===== config.mk =====
export PLATFORM = sky130hd
export DESIGN_NAME = flash_write_splitter
export DESIGN_NICKNAME = d
export VERILOG_FILES = /design/src/rtl/flash_split_pkg.sv /design/src/rtl/flash_chunk_calc.sv /design/src/rtl/flash_split_cursor.sv /design/src/rtl/flash_split_ctrl.sv /design/src/rtl/flash_write_splitter.sv
export SDC_FILE = /design/constraint.sdc
export NUM_CORES = 1
export LEC_CHECK = 0
export BUFFER_PORTS_ARGS = -buffer_cell sky130_fd_sc_hd__clkbuf_2
export CELL_PAD_IN_SITES_DETAIL_PLACEMENT = 1
export CELL_PAD_IN_SITES_GLOBAL_PLACEMENT = 2
export CORE_MARGIN = 8
export CORE_UTILIZATION = 31
export CTS_BUF_LIST = sky130_fd_sc_hd__clkbuf_4 sky130_fd_sc_hd__clkbuf_8 sky130_fd_sc_hd__clkbuf_16
export DETAILED_ROUTE_END_ITERATION = 16
export GPL_ROUTABILITY_DRIVEN = 0
export PLACE_DENSITY_LB_ADDON = 0.12
export SETUP_SLACK_MARGIN = 0.1
export SKIP_CTS_REPAIR_TIMING = 1
export SLEW_MARGIN = 20
export SYNTH_ARGS = -nofsm -noshare
export SYNTH_HDL_FRONTEND = slang
export SYNTH_SLANG_ARGS = --single-unit

===== constraint.sdc =====
create_clock -name clk -period 5.9 [get_ports clk]
set_clock_uncertainty 0.1 [all_clocks]
set_input_delay 1.18 -clock clk [delete_from_list [all_inputs] [get_ports clk]]
set_output_delay 1.18 -clock clk [all_outputs]
set_load 0.1 [all_outputs]

===== src/rtl/flash_split_pkg.sv =====
package flash_split_pkg;

  typedef enum logic [1:0] {
    ST_IDLE  = 2'd0,
    ST_ISSUE = 2'd1,
    ST_WAIT  = 2'd2,
    ST_FIN   = 2'd3
  } split_state_e;

endpackage


===== src/rtl/flash_chunk_calc.sv =====
module flash_chunk_calc #(
  parameter int CHIP_SHIFT = 16,
  parameter int LEN_W      = 20,
  parameter int BUS_LOG2   = 2,
  parameter int BUF_LOG2   = 5,
  parameter int SIZE_W     = BUF_LOG2 + 1
) (
  input  logic                  clk,
  input  logic                  rst_n,
  input  logic                  offered,
  input  logic [CHIP_SHIFT-1:0] in_ofs,
  input  logic [LEN_W-1:0]      rem,
  output logic                  single,
  output logic [SIZE_W-1:0]     size
);

  localparam int BUS_BYTES = 1 << BUS_LOG2;
  localparam int BUF_BYTES = 1 << BUF_LOG2;

  logic [SIZE_W-1:0] head_gap;
  logic [SIZE_W-1:0] buf_gap;
  logic [SIZE_W-1:0] span;

  generate
    if (BUS_LOG2 == 0) begin : g_byte_bus
      assign single   = 1'b0;
      assign head_gap = '0;
    end else begin : g_wide_bus
      assign single   = |in_ofs[BUS_LOG2-1:0];
      assign head_gap = SIZE_W'(BUS_BYTES) - SIZE_W'(in_ofs[BUS_LOG2-1:0]);
    end
  endgenerate

  assign buf_gap = SIZE_W'(BUF_BYTES) - SIZE_W'(in_ofs[BUF_LOG2-1:0]);
  assign span    = single ? head_gap : buf_gap;

  always_comb begin
    if (rem < LEN_W'(span)) size = rem[SIZE_W-1:0];
    else                    size = span;
  end

  AST_NO_BUF_CROSS: assert property (@(posedge clk) disable iff (!rst_n)
    offered && !single |-> ((SIZE_W+1)'(in_ofs[BUF_LOG2-1:0]) + (SIZE_W+1)'(size)) <= (SIZE_W+1)'(BUF_BYTES));

  AST_HEAD_FITS: assert property (@(posedge clk) disable iff (!rst_n)
    offered && single |-> (size != '0) && (size <= SIZE_W'(BUS_BYTES)));

  AST_SIZE_CAPPED: assert property (@(posedge clk) disable iff (!rst_n)
    offered |-> (size != '0) && (LEN_W'(size) <= rem));

endmodule


===== src/rtl/flash_split_cursor.sv =====
module flash_split_cursor #(
  parameter int ADDR_W     = 18,
  parameter int CHIP_SHIFT = 16,
  parameter int NUM_CHIPS  = 4,
  parameter int LEN_W      = 20,
  parameter int SIZE_W     = 6,
  parameter int CHIP_W     = ADDR_W - CHIP_SHIFT
) (
  input  logic                  clk,
  input  logic                  rst_n,
  input  logic                  load,
  input  logic [ADDR_W-1:0]     load_ofs,
  input  logic [LEN_W-1:0]      load_len,
  input  logic                  advance,
  input  logic [SIZE_W-1:0]     step,
  output logic [CHIP_W-1:0]     chip,
  output logic [CHIP_SHIFT-1:0] in_ofs,
  output logic [LEN_W-1:0]      rem,
  output logic [LEN_W-1:0]      bytes_done,
  output logic                  ends_after
);

  logic [CHIP_SHIFT:0] next_ofs;
  logic                wrap;
  logic [LEN_W-1:0]    rem_next;
  logic                on_last_chip;

  assign next_ofs     = {1'b0, in_ofs} + (CHIP_SHIFT+1)'(step);
  assign wrap         = next_ofs[CHIP_SHIFT];
  assign rem_next     = rem - LEN_W'(step);
  assign on_last_chip = (chip == CHIP_W'(NUM_CHIPS - 1));
  assign ends_after   = (rem_next == '0) || (wrap && on_last_chip);

  always_ff @(posedge clk) begin
    if (!rst_n) begin
      chip       <= '0;
      in_ofs     <= '0;
      rem        <= '0;
      bytes_done <= '0;
    end else if (load) begin
      chip       <= load_ofs[ADDR_W-1:CHIP_SHIFT];
      in_ofs     <= load_ofs[CHIP_SHIFT-1:0];
      rem        <= load_len;
      bytes_done <= '0;
    end else if (advance) begin
      rem        <= rem_next;
      bytes_done <= bytes_done + LEN_W'(step);
      if (wrap) begin
        chip   <= chip + CHIP_W'(1);
        in_ofs <= '0;
      end else begin
        in_ofs <= next_ofs[CHIP_SHIFT-1:0];
      end
    end
  end

  AST_BYTES_CONSERVED: assert property (@(posedge clk) disable iff (!rst_n)
    !$past(load) |-> (rem + bytes_done) == ($past(rem) + $past(bytes_done)));

  AST_CHIP_STEPS_BY_ONE: assert property (@(posedge clk) disable iff (!rst_n)
    !$past(load) && (chip != $past(chip)) |-> (chip == $past(chip) + CHIP_W'(1)) && (in_ofs == '0));

endmodule


===== src/rtl/flash_split_ctrl.sv =====
module flash_split_ctrl
  import flash_split_pkg::*;
(
  input  logic clk,
  input  logic rst_n,
  input  logic req_valid,
  input  logic req_len_zero,
  input  logic sub_ready,
  input  logic done_valid,
  input  logic done_err,
  input  logic ends_after,
  output logic req_ready,
  output logic sub_valid,
  output logic load,
  output logic advance,
  output logic fin_valid,
  output logic fin_err
);

  split_state_e state, state_nx;
  logic         err_q;

  always_comb begin
    state_nx  = state;
    req_ready = 1'b0;
    sub_valid = 1'b0;
    load      = 1'b0;
    advance   = 1'b0;
    fin_valid = 1'b0;
    fin_err   = 1'b0;
    unique case (state)
      ST_IDLE: begin
        req_ready = 1'b1;
        if (req_valid) begin
          load     = 1'b1;
          state_nx = req_len_zero ? ST_FIN : ST_ISSUE;
        end
      end
      ST_ISSUE: begin
        sub_valid = 1'b1;
        if (sub_ready) state_nx = ST_WAIT;
      end
      ST_WAIT: begin
        if (done_valid) begin
          if (done_err) begin
            state_nx = ST_FIN;
          end else begin
            advance  = 1'b1;
            state_nx = ends_after ? ST_FIN : ST_ISSUE;
          end
        end
      end
      ST_FIN: begin
        fin_valid = 1'b1;
        fin_err   = err_q;
        state_nx  = ST_IDLE;
      end
      default: state_nx = ST_IDLE;
    endcase
  end

  always_ff @(posedge clk) begin
    if (!rst_n) begin
      state <= ST_IDLE;
      err_q <= 1'b0;
    end else begin
      state <= state_nx;
      if (load) err_q <= 1'b0;
      else if (state == ST_WAIT && done_valid && done_err) err_q <= 1'b1;
    end
  end

  AST_ZERO_LEN_FIN: assert property (@(posedge clk) disable iff (!rst_n)
    req_valid && req_ready && req_len_zero |=> fin_valid && !fin_err);

  AST_ERR_ABORTS: assert property (@(posedge clk) disable iff (!rst_n)
    (state == ST_WAIT) && done_valid && done_err |=> fin_valid && fin_err && !sub_valid);

  AST_FIN_PULSE: assert property (@(posedge clk) disable iff (!rst_n)
    fin_valid |=> !fin_valid && req_ready);

endmodule


===== src/rtl/flash_write_splitter.sv =====
module flash_write_splitter #(
  parameter int ADDR_W          = 18,
  parameter int CHIP_SHIFT      = 16,
  parameter int NUM_CHIPS       = 4,
  parameter int LEN_W           = 20,
  parameter int BUS_LOG2        = 2,
  parameter int INTERLEAVE_LOG2 = 0,
  parameter int BUF_EXP         = 5,
  localparam int CHIP_W         = ADDR_W - CHIP_SHIFT,
  localparam int BUF_LOG2       = INTERLEAVE_LOG2 + BUF_EXP,
  localparam int SIZE_W         = BUF_LOG2 + 1
) (
  input  logic                  clk,
  input  logic                  rst_n,
  input  logic                  req_valid,
  output logic                  req_ready,
  input  logic [ADDR_W-1:0]     req_offset,
  input  logic [LEN_W-1:0]      req_len,
  output logic                  sub_valid,
  input  logic                  sub_ready,
  output logic                  sub_single,
  output logic [CHIP_W-1:0]     sub_chip,
  output logic [CHIP_SHIFT-1:0] sub_offset,
  output logic [SIZE_W-1:0]     sub_size,
  input  logic                  done_valid,
  input  logic                  done_err,
  output logic                  fin_valid,
  output logic                  fin_err,
  output logic [LEN_W-1:0]      bytes_done
);

  logic             load;
  logic             advance;
  logic             ends_after;
  logic [LEN_W-1:0] rem;

  flash_split_ctrl u_ctrl (
    .clk          (clk),
    .rst_n        (rst_n),
    .req_valid    (req_valid),
    .req_len_zero (req_len == '0),
    .sub_ready    (sub_ready),
    .done_valid   (done_valid),
    .done_err     (done_err),
    .ends_after   (ends_after),
    .req_ready    (req_ready),
    .sub_valid    (sub_valid),
    .load         (load),
    .advance      (advance),
    .fin_valid    (fin_valid),
    .fin_err      (fin_err)
  );

  flash_split_cursor #(
    .ADDR_W     (ADDR_W),
    .CHIP_SHIFT (CHIP_SHIFT),
    .NUM_CHIPS  (NUM_CHIPS),
    .LEN_W      (LEN_W),
    .SIZE_W     (SIZE_W),
    .CHIP_W     (CHIP_W)
  ) u_cursor (
    .clk        (clk),
    .rst_n      (rst_n),
    .load       (load),
    .load_ofs   (req_offset),
    .load_len   (req_len),
    .advance    (advance),
    .step       (sub_size),
    .chip       (sub_chip),
    .in_ofs     (sub_offset),
    .rem        (rem),
    .bytes_done (bytes_done),
    .ends_after (ends_after)
  );

  flash_chunk_calc #(
    .CHIP_SHIFT (CHIP_SHIFT),
    .LEN_W      (LEN_W),
    .BUS_LOG2   (BUS_LOG2),
    .BUF_LOG2   (BUF_LOG2),
    .SIZE_W     (SIZE_W)
  ) u_calc (
    .clk     (clk),
    .rst_n   (rst_n),
    .offered (sub_valid),
    .in_ofs  (sub_offset),
    .rem     (rem),
    .single  (sub_single),
    .size    (sub_size)
  );

  AST_SUB_HELD: assert property (@(posedge clk) disable iff (!rst_n)
    sub_valid && !sub_ready |=> sub_valid && $stable(sub_chip) && $stable(sub_offset)
                               && $stable(sub_size) && $stable(sub_single));

  AST_ONE_OUTSTANDING: assert property (@(posedge clk) disable iff (!rst_n)
    sub_valid && sub_ready |=> !sub_valid);

endmodule


==> results.yml <==
status:
  status: "finished clean"
yosys:
  synth.largest_area_cell: "dfxtp_1"
  async_reset_ff_share_pct: 0
  synthTopCellsByArea: "dfxtp_1, ha_1, xnor2_1"
  syn-num-nets: 606
  synthFlopType: "dfxtp_1"
  synth_area_um2: 4220
  synthCells: 534
  synth.top_cell.area_share_pct: 28.9
  syn_avg_cell_area_um2: 7.91
  synth-edff-count: 0
  yosysWarnings: 0
  synth.distinct_cells: 58
  ys_seq_area_share_pct: 28.9
  ys_ff_latch: 61
hold_path:
  hp-class: "flop to flop"
  hp-start: "u_ctrl.err_q$_SDFFE_PP0P_"
setup_path:
  path_common_cell: "inv_1"
  crit_required_ps: 4620
  critPathCaptureType: "output pin"
  worstSetupStartpoint: "u_cursor.in_ofs[0]$_SDFFE_PN0P_"
  max_stage_delay_ps: 530
  crit_type: "flop to output pin"
  cp_top_family: "buffers and inverters"
  cpMaxStageDelayCell: "clkbuf_2"
  path_max_fanout: 11
  timing.rr.start: "u_cursor.in_ofs[0]$_SDFFE_PN0P_"
  worstPathArrival_ps: 3460
  critPathLaunchType: "flop"
  worstPathBufferInverterCount: 5
  path_cells: "inv_1 -> ha_1 -> inv_1 -> nor4b_1 -> inv_1 -> ha_1 -> nand2_1 -> o211ai_1 -> buf_4 -> mux2i_4 -> clkbuf_2"
grt:
  grt_max_degree: 40
  overflow: 0
  grt_pass1_vias: 4706
  grt_pass1_wl_um: 25100
  track_usage_pct: 17.7
  antenna_found_initial: 0
sta:
  setup_viol_count_final: 0
  relSlewSlack_pct: 43.0
  report.final.slew_viol_count: 0
  fin_crit_sh_pct: 80.4
  tightest_slew_ps: 853
  period_minus_slack_ps: 4740
  hold_violations: 0
  fmaxAchievable_mhz: 211
  fin_setup_tns_ps: 0
  rsz0062_at_grt: "false"
route:
  first_pass_iters: 4
  drc_errors: 0
  vias_per_cell: 5.53
  ant_nets: 0
  wl_per_cell_um: 19.4
  totalWireLength_um: 15500
  dr.first_iter.drc_count: 161
  num_vias: 4421
pwr:
  ir_worst_vdd_v: 0.000167
  power_density_nw_per_um2: 354
  comb_power_share_pct: 41.5
  switchingPower_mw: 0.798
  power.internal_mw: 1.05
  pwr-share-seq_pct: 26.2
  swShare_pct: 43.3
  p_leak_nw: 2.13
  p_clk_share_pct: 32.3
cts:
  clk_path_buf_depth: 2
  tritoncts: "yes"
  clk_pin_slew_worst_paths_ps: 60
  cts.sinks: 61
  cts_made_buffers: 9
  worstSkewPairLatency_ps: 340
  htree_levels: 3
  cts_root_buf: "clkbuf_16"
floorplan:
  ioPinCount: 93
  dieArea_um2: 17600
  die_h_um: 133
  die_w_um: 133
  core_area_um2: 13300
  rows: 42
  start_util_pct: 31.8
final_layout:
  final_area_um2: 5220
  syn_to_final_growth_pct: 23.5
  final_cell_mix: "clkbuf_2, dfxtp_1, nand2_1, nor2_1, a21oi_1"
  final_common_cell: "clkbuf_2"
  drive_above_1_share_pct: 21.3
  diodes: 0
  layout.nets: 691
place:
  portBuffers: 92
  place_hpwl_um: 11400
  place_area_um2: 4890
flow_run:
  cap_violations: 0
## routing by layer
| metal | GRT usage, % | vias up | routed length [µm] |
|---|---|---|---|
| met5 | 0 | - | 0 |
| met4 | 7.07 | 0 | 301 |
| met3 | 3.67 | 19 | 622 |
| met2 | 28.9 | 89 | 7360 |
| met1 | 22.2 | 2139 | 7240 |
| li1 | - | 2174 | - |
## power groups by stage
| stage | logic [mW] | registers (mW) | clock network, mW |
|---|---|---|---|
| 2_1_floorplan | 0.513 | 0.556 | 0 |
| 3_3_place_gp | 0.758 | 0.491 | 0 |
| 3_5_place_dp | 0.766 | 0.491 | 0 |
| 4_1_cts | 0.771 | 0.483 | 0.605 |
| 5_1_grt | 0.828 | 0.489 | 0.627 |
| 6_report | 0.765 | 0.484 | 0.595 |
## cell usage after synthesis, types with 7 or more instances
cell type and count:
a211oi_1 7, a21o_1 8, a21oi_1 38, a22oi_1 7, a31oi_1 22, clkbuf_1 20, dfxtp_1 61, ha_1 25
inv_1 16, mux2i_1 8, nand2_1 51, nand3_1 26, nand4_1 16, nor2_1 43, nor3_1 21, nor4_1 14
o21ai_0 19, xnor2_1 25
## path summary, 6_finish.rpt
| path | slack (ps) | cells after the start | endpoint |
|---|---|---|---|
| worst max-delay path | 1160 | 11 | sub_size[1] |
| worst min-delay path | 370 | 2 | u_ctrl.err_q$_SDFFE_PP0P_ |
| worst max register to register | 1210 | 18 | u_ctrl.state[1]$_SDFFE_PN0P_ |
| worst min register to register | 370 | 2 | u_ctrl.err_q$_SDFFE_PP0P_ |
## layout make-up
type / instances / area [µm²]
Clock buffer: 9 / 225
Clock inverter: 7 / 98.8
Sequential cell: 61 / 1220
Timing Repair Buffer: 100 / 520
Multi-Input combinational cell: 431 / 2870
Fill cell: 1651 / 8080
Tap cell: 176 / 220
Inverter: 16 / 60.1
## registers in the layout, indices dropped and copies added, names as in the netlist
name                 cells
u_cursor.bytes_done     20
u_cursor.rem            20
u_cursor.in_ofs         16
u_ctrl.state             2
u_cursor.chip            2
u_ctrl.err_q             1
## logic make-up after synthesis
group / Yosys count / share of synthesized area (%)
AO/OA/AOI/OAI: 139 / 21.3
XOR/XNOR: 29 / 6.02
adder cells (fa/ha/maj): 28 / 8.83
buffers and inverters: 42 / 4.12
flip-flops: 61 / 28.9
multiplexers: 12 / 3.23
AND/OR/NAND/NOR: 223 / 27.6
## through the flow
stage	setup slack (ps)	hold slack (ps)	cells	utilization (%)	total power, mW
3_3_place_gp	1360	346	784	36.8	1.25
5_1_grt	809	416	800	39.2	1.94
4_1_cts	1110	379	800	39.2	1.86
3_5_place_dp	1250	365	784	36.8	1.26
6_report	1160	366	800	39.2	1.84
2_1_floorplan	113	329	534	-	1.07
## worst min-delay path, stage by stage, from the launching register on
cell and delay (ps):
dfxtp_1 320, a21oi_1 40, nor2_1 70
No activity file was read; power rests on OpenSTA's default activity.
